### src/rtl/gpio_mux_pkg.sv
`timescale 1ns/1ps
package gpio_mux_pkg;
   localparam int BUS_W = 32;
   localparam int NUM_SRC = 4;

   typedef enum logic [7:0] {
      OFS_MODE_S = 8'h00, OFS_MODE_C = 8'h04, OFS_MODE_R = 8'h08,
      OFS_OE_S   = 8'h0C, OFS_OE_C   = 8'h10, OFS_OE_R   = 8'h14,
      OFS_DAT_S  = 8'h18, OFS_DAT_C  = 8'h1C, OFS_DAT_R  = 8'h20,
      OFS_MD_S   = 8'h24, OFS_MD_C   = 8'h28, OFS_MD_R   = 8'h2C,
      OFS_PU_S   = 8'h30, OFS_PU_C   = 8'h34, OFS_PU_R   = 8'h38,
      OFS_SEL_LO = 8'h3C, OFS_SEL_HI = 8'h40,
      OFS_MSK_S  = 8'h44, OFS_MSK_C  = 8'h48, OFS_MSK_R  = 8'h4C,
      OFS_SYNC   = 8'h50, OFS_PIN    = 8'h54, OFS_PROT   = 8'h58
   } reg_ofs_e;

   typedef struct packed {
      logic mode_s, mode_c, oe_s, oe_c, dat_s, dat_c, md_s, md_c;
      logic pu_s, pu_c, sel_lo, sel_hi, msk_s, msk_c, sync_w, prot_w;
   } wr_strb_t;
endpackage

### src/rtl/gpio_setclr_reg.sv
`timescale 1ns/1ps
module gpio_setclr_reg #(
   parameter int          W       = 32,
   parameter logic [W-1:0] RST_VAL = '0
) (
   input  logic         clk,
   input  logic         rst_n,
   input  logic         set_we,
   input  logic         clr_we,
   input  logic         load_we,
   input  logic [W-1:0] wdata,
   input  logic [W-1:0] allow,
   input  logic [W-1:0] load_mask,
   output logic [W-1:0] q
);
   logic [W-1:0] nxt;

   always_comb begin
      nxt = q;
      if (set_we)  nxt = nxt | (wdata & allow);
      if (clr_we)  nxt = nxt & ~(wdata & allow);
      if (load_we) nxt = (nxt & ~load_mask) | (wdata & load_mask);
   end

   always_ff @(posedge clk or negedge rst_n) begin
      if (!rst_n) q <= RST_VAL;
      else        q <= nxt;
   end
endmodule

### src/rtl/gpio_in_sync.sv
`timescale 1ns/1ps
module gpio_in_sync #(
   parameter int N      = 32,
   parameter int STAGES = 2
) (
   input  logic         clk,
   input  logic         rst_n,
   input  logic [N-1:0] d,
   output logic [N-1:0] q
);
   if (STAGES < 0 || STAGES > 4) begin : g_bad
      $error("gpio_in_sync: STAGES must be 0..4");
   end

   if (STAGES == 0) begin : g_direct
      assign q = d;
   end else begin : g_chain
      logic [N-1:0] stg [STAGES];
      always_ff @(posedge clk or negedge rst_n) begin
         if (!rst_n) begin
            for (int i = 0; i < STAGES; i++) stg[i] <= '0;
         end else begin
            stg[0] <= d;
            for (int i = 1; i < STAGES; i++) stg[i] <= stg[i-1];
         end
      end
      assign q = stg[STAGES-1];
   end
endmodule

### src/rtl/gpio_line_mux.sv
`timescale 1ns/1ps
module gpio_line_mux
   import gpio_mux_pkg::*;
#(
   parameter int N = 32
) (
   input  logic [N-1:0]         mode,
   input  logic [N-1:0]         dat,
   input  logic [N-1:0]         oe,
   input  logic [N-1:0]         md,
   input  logic [N-1:0]         sel_lo,
   input  logic [N-1:0]         sel_hi,
   input  logic [NUM_SRC*N-1:0] src_dout,
   input  logic [NUM_SRC*N-1:0] src_doe,
   output logic [N-1:0]         pad_out,
   output logic [N-1:0]         pad_oe
);
   for (genvar n = 0; n < N; n++) begin : g_line
      logic [1:0] pick;
      logic       lvl, en;
      always_comb begin
         pick = {sel_hi[n], sel_lo[n]};
         if (mode[n]) begin
            lvl = dat[n];
            en  = oe[n];
         end else begin
            lvl = src_dout[int'(pick) * N + n];
            en  = src_doe[int'(pick) * N + n];
         end
         pad_out[n] = md[n] ? 1'b0 : lvl;
         pad_oe[n]  = md[n] ? (en & ~lvl) : en;
      end
   end
endmodule

### src/rtl/gpio_mux_ctrl.sv
`timescale 1ns/1ps
module gpio_mux_ctrl
   import gpio_mux_pkg::*;
#(
   parameter int                 NUM_LINES   = 32,
   parameter int                 ADDR_W      = 8,
   parameter int                 SYNC_STAGES = 2,
   parameter logic [23:0]        PROT_KEY    = 24'h5A17C3,
   parameter logic [NUM_LINES-1:0] MODE_RST  = '1
) (
   input  logic                         clk,
   input  logic                         rst_n,
   input  logic                         bus_we,
   input  logic [ADDR_W-1:0]            bus_addr,
   input  logic [BUS_W-1:0]             bus_wdata,
   output logic [BUS_W-1:0]             bus_rdata,
   input  logic [NUM_SRC*NUM_LINES-1:0] periph_dout,
   input  logic [NUM_SRC*NUM_LINES-1:0] periph_doe,
   input  logic [NUM_LINES-1:0]         periph_lock,
   output logic [NUM_LINES-1:0]         periph_din,
   input  logic [NUM_LINES-1:0]         pad_in,
   output logic [NUM_LINES-1:0]         pad_out,
   output logic [NUM_LINES-1:0]         pad_oe,
   output logic [NUM_LINES-1:0]         pad_pu
);
   localparam int N = NUM_LINES;
   localparam logic [N-1:0] ALL1 = '1;

   if (N < 1 || N > BUS_W) begin : g_bad_n
      $error("gpio_mux_ctrl: NUM_LINES must be 1..32");
   end
   if (ADDR_W < 8) begin : g_bad_a
      $error("gpio_mux_ctrl: ADDR_W must be at least 8");
   end

   logic [N-1:0] wd;
   reg_ofs_e     ofs;
   logic         ofs_ok;
   wr_strb_t     st;
   logic         cfg_hit, lk_hit, cfg_block, lock_viol, key_ok;
   logic [N-1:0] allow_cfg, allow_lk;
   logic [N-1:0] mode_q, oe_q, dat_q, md_q, pu_q, sel_lo_q, sel_hi_q, msk_q, pin_q;
   logic         prot_en_q, viol_q;
   logic [BUS_W-1:0] rd;

   assign wd     = bus_wdata[N-1:0];
   assign ofs    = reg_ofs_e'(bus_addr[7:0]);
   assign ofs_ok = (bus_addr >> 8) == '0;

   always_comb begin
      st = '0;
      if (bus_we && ofs_ok) begin
         case (ofs)
            OFS_MODE_S: st.mode_s = 1'b1;
            OFS_MODE_C: st.mode_c = 1'b1;
            OFS_OE_S:   st.oe_s   = 1'b1;
            OFS_OE_C:   st.oe_c   = 1'b1;
            OFS_DAT_S:  st.dat_s  = 1'b1;
            OFS_DAT_C:  st.dat_c  = 1'b1;
            OFS_MD_S:   st.md_s   = 1'b1;
            OFS_MD_C:   st.md_c   = 1'b1;
            OFS_PU_S:   st.pu_s   = 1'b1;
            OFS_PU_C:   st.pu_c   = 1'b1;
            OFS_SEL_LO: st.sel_lo = 1'b1;
            OFS_SEL_HI: st.sel_hi = 1'b1;
            OFS_MSK_S:  st.msk_s  = 1'b1;
            OFS_MSK_C:  st.msk_c  = 1'b1;
            OFS_SYNC:   st.sync_w = 1'b1;
            OFS_PROT:   st.prot_w = 1'b1;
            default:    st = '0;
         endcase
      end
   end

   // Protection gate covers every configuration register; lock gate covers line-mux configuration
   assign lk_hit    = st.mode_s | st.mode_c | st.md_s | st.md_c | st.pu_s | st.pu_c;
   assign cfg_hit   = lk_hit | st.oe_s | st.oe_c | st.sel_lo | st.sel_hi | st.msk_s | st.msk_c;
   assign cfg_block = prot_en_q & cfg_hit;
   assign allow_cfg = cfg_block ? '0 : ALL1;
   assign allow_lk  = allow_cfg & ~periph_lock;
   assign lock_viol = ~cfg_block & ((lk_hit & (|(wd & periph_lock)))
                    | (st.sel_lo & (|((wd ^ sel_lo_q) & periph_lock)))
                    | (st.sel_hi & (|((wd ^ sel_hi_q) & periph_lock))));
   assign key_ok    = st.prot_w & (bus_wdata[31:8] == PROT_KEY);

   always_ff @(posedge clk or negedge rst_n) begin
      if (!rst_n) begin
         prot_en_q <= 1'b0;
         viol_q    <= 1'b0;
      end else if (key_ok) begin
         prot_en_q <= bus_wdata[0];
         viol_q    <= 1'b0;
      end else if (cfg_block || lock_viol || st.prot_w) begin
         viol_q    <= 1'b1;
      end
   end

   gpio_setclr_reg #(.W(N), .RST_VAL(MODE_RST)) u_mode (.clk(clk), .rst_n(rst_n),
      .set_we(st.mode_s), .clr_we(st.mode_c), .load_we(1'b0), .wdata(wd),
      .allow(allow_lk), .load_mask('0), .q(mode_q));
   gpio_setclr_reg #(.W(N)) u_oe (.clk(clk), .rst_n(rst_n),
      .set_we(st.oe_s), .clr_we(st.oe_c), .load_we(1'b0), .wdata(wd),
      .allow(allow_cfg), .load_mask('0), .q(oe_q));
   gpio_setclr_reg #(.W(N)) u_dat (.clk(clk), .rst_n(rst_n),
      .set_we(st.dat_s), .clr_we(st.dat_c), .load_we(st.sync_w), .wdata(wd),
      .allow(ALL1), .load_mask(msk_q), .q(dat_q));
   gpio_setclr_reg #(.W(N)) u_md (.clk(clk), .rst_n(rst_n),
      .set_we(st.md_s), .clr_we(st.md_c), .load_we(1'b0), .wdata(wd),
      .allow(allow_lk), .load_mask('0), .q(md_q));
   gpio_setclr_reg #(.W(N)) u_pu (.clk(clk), .rst_n(rst_n),
      .set_we(st.pu_s), .clr_we(st.pu_c), .load_we(1'b0), .wdata(wd),
      .allow(allow_lk), .load_mask('0), .q(pu_q));
   gpio_setclr_reg #(.W(N)) u_sel_lo (.clk(clk), .rst_n(rst_n),
      .set_we(1'b0), .clr_we(1'b0), .load_we(st.sel_lo), .wdata(wd),
      .allow(ALL1), .load_mask(allow_lk), .q(sel_lo_q));
   gpio_setclr_reg #(.W(N)) u_sel_hi (.clk(clk), .rst_n(rst_n),
      .set_we(1'b0), .clr_we(1'b0), .load_we(st.sel_hi), .wdata(wd),
      .allow(ALL1), .load_mask(allow_lk), .q(sel_hi_q));
   gpio_setclr_reg #(.W(N)) u_msk (.clk(clk), .rst_n(rst_n),
      .set_we(st.msk_s), .clr_we(st.msk_c), .load_we(1'b0), .wdata(wd),
      .allow(allow_cfg), .load_mask('0), .q(msk_q));

   gpio_in_sync #(.N(N), .STAGES(SYNC_STAGES)) u_sync (.clk(clk), .rst_n(rst_n),
      .d(pad_in), .q(pin_q));

   gpio_line_mux #(.N(N)) u_mux (.mode(mode_q), .dat(dat_q), .oe(oe_q), .md(md_q),
      .sel_lo(sel_lo_q), .sel_hi(sel_hi_q), .src_dout(periph_dout), .src_doe(periph_doe),
      .pad_out(pad_out), .pad_oe(pad_oe));

   assign pad_pu     = pu_q;
   assign periph_din = pin_q;

   always_comb begin
      rd = '0;
      if (ofs_ok) begin
         case (ofs)
            OFS_MODE_R: rd[N-1:0] = mode_q;
            OFS_OE_R:   rd[N-1:0] = oe_q;
            OFS_DAT_R,
            OFS_SYNC:   rd[N-1:0] = dat_q;
            OFS_MD_R:   rd[N-1:0] = md_q;
            OFS_PU_R:   rd[N-1:0] = pu_q;
            OFS_SEL_LO: rd[N-1:0] = sel_lo_q;
            OFS_SEL_HI: rd[N-1:0] = sel_hi_q;
            OFS_MSK_R:  rd[N-1:0] = msk_q;
            OFS_PIN:    rd[N-1:0] = pin_q;
            OFS_PROT:   rd[1:0]   = {viol_q, prot_en_q};
            default:    rd = '0;
         endcase
      end
   end
   assign bus_rdata = rd;
endmodule

### config.mk
export PLATFORM = sky130hd
export DESIGN_NAME = gpio_mux_ctrl
export DESIGN_NICKNAME = d
export VERILOG_FILES = /design/src/rtl/gpio_mux_pkg.sv /design/src/rtl/gpio_setclr_reg.sv /design/src/rtl/gpio_in_sync.sv /design/src/rtl/gpio_line_mux.sv /design/src/rtl/gpio_mux_ctrl.sv
export SDC_FILE = /design/constraint.sdc
export NUM_CORES = 1
export LEC_CHECK = 0
export ABC_AREA = 0
export BUFFER_PORTS_ARGS = -buffer_cell sky130_fd_sc_hd__buf_4
export CAP_MARGIN = 0
export CORE_ASPECT_RATIO = 1.1
export CORE_MARGIN = 1
export CORE_UTILIZATION = 41
export CTS_BUF_LIST = sky130_fd_sc_hd__clkbuf_4 sky130_fd_sc_hd__clkbuf_8 sky130_fd_sc_hd__clkbuf_16
export DETAILED_ROUTE_END_ITERATION = 8
export PLACE_DENSITY_LB_ADDON = 0.12
export SYNTH_ARGS = -nofsm -noshare
export SYNTH_HDL_FRONTEND = slang
export SYNTH_SLANG_ARGS = --single-unit
export TNS_END_PERCENT = 20
### constraint.sdc
create_clock -name clk -period 7.7 [get_ports clk]
set_input_delay 1.54 -clock clk [delete_from_list [all_inputs] [get_ports clk]]
set_output_delay 1.54 -clock clk [all_outputs]
set_load 0.005 [all_outputs]
==> impl_metrics.env, run 1 <==
export IMPL_ctsHoldBuffers=0
export IMPL_synth_cell_types=58
export IMPL_fp_dieH_um=224
export IMPL_leakagePower_nw=10.6
export IMPL_die_area_mm2=0.0455
export IMPL_synth_most_common_cell="dfrtp_1"
export IMPL_fin_nets=2566
export IMPL_r2r_start="prot_en_q"
export IMPL_start_util_pct=41.8
export IMPL_drt_iter0_drc=2052
export IMPL_worstSetupStartpointType="primary input"
export IMPL_peakVddDrop_v=0.000127
export IMPL_syn_inst=1769
export IMPL_first_pass_iters=6
export IMPL_numPortBuffers=522
export IMPL_finalCritPeriodShare_pct=84.3
export IMPL_grt_usage_pct=35.2
export IMPL_rsz0062_at_grt="no"
export IMPL_synth_area_leaders="dfrtp_1, mux4_2, a21oi_1, dfstp_2, a22oi_1"
export IMPL_ys_async_sr_fraction_pct=100
export IMPL_relSlewSlack_pct=14.2
export IMPL_drv_slew=0
export IMPL_grt_max_degree=117
export IMPL_status="finished clean"
export IMPL_critPathRequiredTime_ns=6.16
export IMPL_core_area_mm2=0.0437
export IMPL_die_x_um=203
export IMPL_netlist_area_mm2=0.0183
export IMPL_cp_slowest_cell="nor2_4"
export IMPL_fin_area_mm2=0.0239
export IMPL_tns_ns=0
export IMPL_nFillCells=3863
export IMPL_drc=0
export IMPL_dp_hpwl_um=56400
export IMPL_placementRows=80
export IMPL_drtAntennaViolNets=0
export IMPL_synth_top_area_cell="dfrtp_1"
export IMPL_htreeDepth=2
export IMPL_critPathCapture="bus_rdata[12]"
export IMPL_setup_viol=0
export IMPL_gp_congestion=0.902
export IMPL_clockBufferDepth=3
export IMPL_drv_cap=0
export IMPL_yosysSeqAreaShare_pct=44.3
export IMPL_insertion_delay_ns=0.55
export IMPL_grt_pass1_wl_um=119000
export IMPL_pin_count=523
export IMPL_max_freq_mhz=154
export IMPL_cts_setup_buffers=0
export IMPL_clk_pin_slew_ns=0.06
export IMPL_wire_per_inst_um=29.0
export IMPL_via_count=18073
export IMPL_root_buffer="clkbuf_16"
export IMPL_area_delta_synth_final_pct=30.7
export IMPL_min_period_ns=6.49
export IMPL_critPathArrivalTime_ns=4.95
export IMPL_antenna_found_initial=1
export IMPL_drive_gt1_share_pct=35.3
export IMPL_synth_seq_cells=322
export IMPL_startpoint="bus_addr[1]"
export IMPL_grt_overflow=0
export IMPL_min_from="u_sync.g_chain.stg[47]"
export IMPL_viasPerCell=6.44
export IMPL_syn_avg_cell_area_um2=10.3
export IMPL_worst_pin_slew_ns=1.29
export IMPL_ys_warn_count=0
export IMPL_ff2ff_path_depth=6
export IMPL_cts_tree="yes"
export IMPL_criticalPathCategory="primary input to output port"
export IMPL_synth_top_area_share_pct=39.7
export IMPL_path_cells="buf_4 -> nor3b_1 -> nand2_1 -> nor2_4 -> buf_4 -> a22oi_1 -> nand3_1 -> a21o_1 -> buf_4"
export IMPL_dpl_cell_area_mm2=0.0225
export IMPL_grt_pass1_vias=18116
export IMPL_min_path_type="register to register"
export IMPL_cts_buffers=38
export IMPL_p_per_area_mw_per_mm2=182
export IMPL_clock_sinks=322
export IMPL_synthTopCellsByCount="dfrtp_1, a21oi_1, nor2_1, a22oi_1"
export IMPL_wl_um=81300
export IMPL_crit_top_cell="buf_4"
export IMPL_worst_hold_slack_ns=0.347
export IMPL_critPathMaxStageDelay_ns=1.02
export IMPL_synth_edf_count=0
export IMPL_cts_repair_resized=0
export IMPL_endpoint_kind="output port"
export IMPL_skew_ns=0.0131
export IMPL_synth_flop_cell="dfrtp_1"
export IMPL_syn_num_nets=2132
export IMPL_r2r_slack_ns=4.58
export IMPL_crit_fanout=19
export IMPL_hold_viol=0
export IMPL_rr_endpoint="u_md.q[10]"
[metrics by stage]
step	power (mW)	std cells	setup slack [ns]	util, %
2_1_floorplan	2.04	1769	3.09	-
3_3_place_gp	2.37	2737	1.58	51.5
3_5_place_dp	2.38	2737	1.43	51.5
4_1_cts	4.38	2806	1.41	54.6
5_1_grt	4.49	2807	1.20	54.6
6_report	4.36	2807	1.21	54.6
[layout make-up]
type / count / area [um^2] / area share (%)
Clock inverter: 16 / 245 / 1.03
Inverter: 2 / 7.51 / 0.0314
Timing Repair Buffer: 549 / 4130 / 17.3
Sequential cell: 322 / 8100 / 33.9
Clock buffer: 53 / 1140 / 4.76
Multi-Input combinational cell: 1290 / 9570 / 40.0
Antenna cell: 1 / 2.50 / 0.0105
Tap cell: 574 / 718 / 3.00
[how the worst min path moves through the flow]
stage,end,cells after the start
floorplan,u_sync.q[0],0
global placement,u_sync.q[25],0
global route,u_sync.q[15],0
finish,u_sync.q[15],0
detailed placement,u_sync.q[15],0
CTS,u_sync.q[15],0
[power by group]
group,internal [mW],switching (mW)
registers,1.75,0.0694
logic,0.271,0.265
clock network,1.24,0.763
total,3.26,1.10
[worst max-delay path, delay by kind of cell]
| family | cells | cell delay, ns |
|---|---|---|
| simple gates | 4 | 2.55 |
| buf+inv | 3 | 0.62 |
| compound gates | 2 | 0.22 |
[routing by layer]
layer | track usage, % | vias to the layer above | part of all wire, %
li1 | - | 7573 | -
met5 | 0 | - | 0
met1 | 47.7 | 9061 | 40
met3 | 6.50 | 200 | 9.8
met4 | 13.4 | 0 | 3.7
met2 | 56.1 | 1239 | 47
[cells by family after synthesis]
logic type,synth area share [%]
flops,44.3
buf+inv,4.25
mux,15.7
compound gates,20.4
xor+xnor,3.06
simple gates,12.4
[cells in the final DEF, fill, tap and decap left out, types with 5 or more instances in the layout]
| master | netlist | final |
|---|---|---|
| a21oi_1 | 279 | 279 |
| nand3_1 | 37 | 36 |
| nor3_1 | 73 | 69 |
| a2bb2oi_1 | 44 | 44 |
| clkinv_2 | 0 | 5 |
| a22oi_1 | 97 | 97 |
| clkbuf_4 | 0 | 5 |
| mux4_2 | 64 | 64 |
| o21ai_0 | 31 | 31 |
| clkbuf_16 | 0 | 39 |
| nand2b_1 | 18 | 18 |
| xor2_1 | 64 | 64 |
| a41oi_1 | 5 | 5 |
| bufinv_16 | 0 | 6 |
| mux2_1 | 29 | 29 |
| a222oi_1 | 29 | 29 |
| mux2i_1 | 63 | 63 |
| dfstp_2 | 32 | 32 |
| nor2_1 | 130 | 117 |
| a22o_1 | 26 | 26 |
| a221oi_1 | 23 | 23 |
| buf_4 | 33 | 548 |
| clkbuf_8 | 0 | 9 |
| mux2_2 | 42 | 42 |
| nor2b_1 | 64 | 64 |
| nor2_4 | 0 | 9 |
| dfrtp_1 | 290 | 290 |
| nand4_1 | 15 | 15 |
| nand2_1 | 86 | 86 |
| a31oi_1 | 17 | 17 |
Note: power is estimated with default switching activity, not from simulation.
==> run 2, diff against run 1 <==
==> constraint.sdc (replaced) <==
create_clock -name clk -period 6.15 [get_ports clk]
set_input_delay 1.23 -clock clk [delete_from_list [all_inputs] [get_ports clk]]
set_output_delay 1.23 -clock clk [all_outputs]
set_load 0.005 [all_outputs]
==> run 2 against run 1 <==
  * Via count shrank 0.55%
  * Power grew 23%
  * Clock skew shrank 0.0020 ns
  * Die area is the same
  * Sequential power grew 25%
  * Final cell count grew 0.29%
  * Setup slack lost 0.41 ns
  * Cell area grew 0.13%
  * Global-route usage shrank 0.32 points
  * Sequential share of layout area is essentially flat
  * Routed wire length shrank 0.63%
  * Count of clock-buffer cells in the layout grew 4
  * Critical path type unchanged
==> impl_metrics.env, run 2 (same netlist as run 1, synthesis figures left out) <==
export IMPL_rr_endpoint="u_md.q[21]"
export IMPL_whs_endpoint="u_sync.q[21]"
export IMPL_gp_congestion=0.920
export IMPL_drive_gt1_share_pct=35.5
export IMPL_cts_setup_buffers=0
export IMPL_critPathRequiredTime_ns=4.92
export IMPL_core_area_mm2=0.0437
export IMPL_die_x_um=203
export IMPL_grt_overflow=0
export IMPL_drv_slew=0
export IMPL_drt_iter0_drc=2249
export IMPL_dpl_cell_area_mm2=0.0226
export IMPL_power_internal_mw=4.01
export IMPL_cts_tree="yes"
export IMPL_grt_pass1_wl_um=117000
export IMPL_worst_pin_slew_ns=1.32
export IMPL_via_count=17974
export IMPL_place_ws_ns=1.03
export IMPL_numPortBuffers=522
export IMPL_clk_pin_slew_ns=0.05
export IMPL_wire_per_inst_um=28.7
export IMPL_pin_count=523
export IMPL_final_common_cell="buf_4"
export IMPL_fin_util_pct=54.7
export IMPL_drc=0
export IMPL_placementRows=80
export IMPL_min_from="u_sync.g_chain.stg[53]"
export IMPL_relSlewSlack_pct=11.7
export IMPL_setup_ws_ns=0.800
export IMPL_r2r_slack_ns=3.57
export IMPL_wl_um=80800
export IMPL_tns_ns=0
export IMPL_clock_sinks=322
export IMPL_min_period_ns=5.35
export IMPL_cts_repair_resized=0
export IMPL_p_seq_share_pct=42.5
export IMPL_drtAntennaViolNets=0
export IMPL_endpoint_kind="output port"
export IMPL_status="finished clean"
export IMPL_totalPowerFinal_mw=5.37
export IMPL_fp_dieH_um=224
export IMPL_fin_nets=2573
export IMPL_grt_max_degree=127
export IMPL_criticalPathCategory="primary input to output port"
export IMPL_ctsHoldBuffers=0
export IMPL_first_pass_iters=7
export IMPL_root_buffer="clkbuf_16"
export IMPL_p_per_area_mw_per_mm2=224
export IMPL_antenna_found_initial=1
export IMPL_peakVddDrop_v=0.000207
export IMPL_leakagePower_nw=10.6
export IMPL_cts_buffers=38
export IMPL_ff2ff_path_depth=5
export IMPL_r2r_start="prot_en_q"
export IMPL_hold_viol=0
export IMPL_setup_viol=0
export IMPL_dp_hpwl_um=56700
export IMPL_p_switching_mw=1.36
export IMPL_area_delta_synth_final_pct=30.8
export IMPL_whs_path_depth=0
export IMPL_drv_cap=0
export IMPL_fin_area_mm2=0.0239
export IMPL_htreeDepth=2
export IMPL_skew_ns=0.0111
export IMPL_worst_hold_slack_ns=0.346
export IMPL_stdcell_count=2815
export IMPL_min_path_type="register to register"
export IMPL_die_area_mm2=0.0455
export IMPL_start_util_pct=41.8
export IMPL_rsz0062_at_grt="no"
export IMPL_clkPwrFrac_pct=45.0
export IMPL_critPathArrivalTime_ns=4.12
export IMPL_max_freq_mhz=187
export IMPL_place_inst=2744
export IMPL_switching_share_pct=25.3
export IMPL_crit_fanout=14
export IMPL_insertion_delay_ns=0.55
export IMPL_final_cell_mix="buf_4, dfrtp_1, a21oi_1, nor2_1, a22oi_1"
export IMPL_power_frac_comb_pct=12.5
export IMPL_clockBufferDepth=3
export IMPL_worstSetupStartpointType="primary input"
export IMPL_viasPerCell=6.39
export IMPL_finalCritPeriodShare_pct=87.0
export IMPL_grt_usage_pct=34.9
export IMPL_grt_pass1_vias=17883
## run 2: changes by cell type in the layout (fill, tap and decap cells not counted), sizes merged
cell / before / now
bufinv: 6 / 4
clkinv: 6 / 4
diode: 1 / 2
clkbuf: 53 / 57
buf: 549 / 556
## run 2: worst max-delay path by stage
| stage | from | depth (start not counted) | slack (ns) | to |
|---|---|---|---|---|
| final | bus_addr[1] | 9 | 0.80 | bus_rdata[10] |
| after global routing | bus_addr[1] | 10 | 0.83 | bus_rdata[5] |
| after CTS | bus_addr[1] | 9 | 1.02 | bus_rdata[10] |
| after detailed placement | bus_addr[1] | 9 | 1.03 | bus_rdata[10] |
| after global placement | bus_addr[1] | 10 | 1.13 | bus_rdata[5] |
| after floorplan | bus_addr[6] | 8 | 2.16 | bus_rdata[11] |
## run 2: worst max-delay path, cell delays in order
cell	delay, ns
buf_4	0.14
nor3b_1	0.71
nand2_1	0.14
buf_4	0.25
nor2_4	0.67
buf_4	0.43
a222oi_1	0.19
nand4_1	0.21
buf_4	0.13
## run 2: metal layers
metal	part of all wire [%]	wire length (um)	vias to the layer above	GRT usage, %
li1	-	-	7586	-
met1	39	31500	9031	46.0
met4	3.0	2420	0	10.6
met3	11	8530	167	7.90
met5	0	0	-	0
met2	47	38300	1190	57.1
## run 2: area by class of cell
type | count | area (um^2)
diodes | 2 | 5.00
clock buffers | 57 | 1160
clock inverters | 12 | 171
fillers | 3874 | 19800
inverters | 2 | 7.51
multi-input cells | 1290 | 9570
flip-flops and latches | 322 | 8100
well taps | 574 | 718
repair buffers | 556 | 4210
## run 2: power by group through the flow
stage	Sequential (mW)	Combinational (mW)	Clock, mW
final	2.28	0.671	2.42
after global placement	2.32	0.657	0
after global routing	2.29	0.718	2.53
after floorplan	2.28	0.274	0
after CTS	2.28	0.670	2.45
after detailed placement	2.32	0.667	0
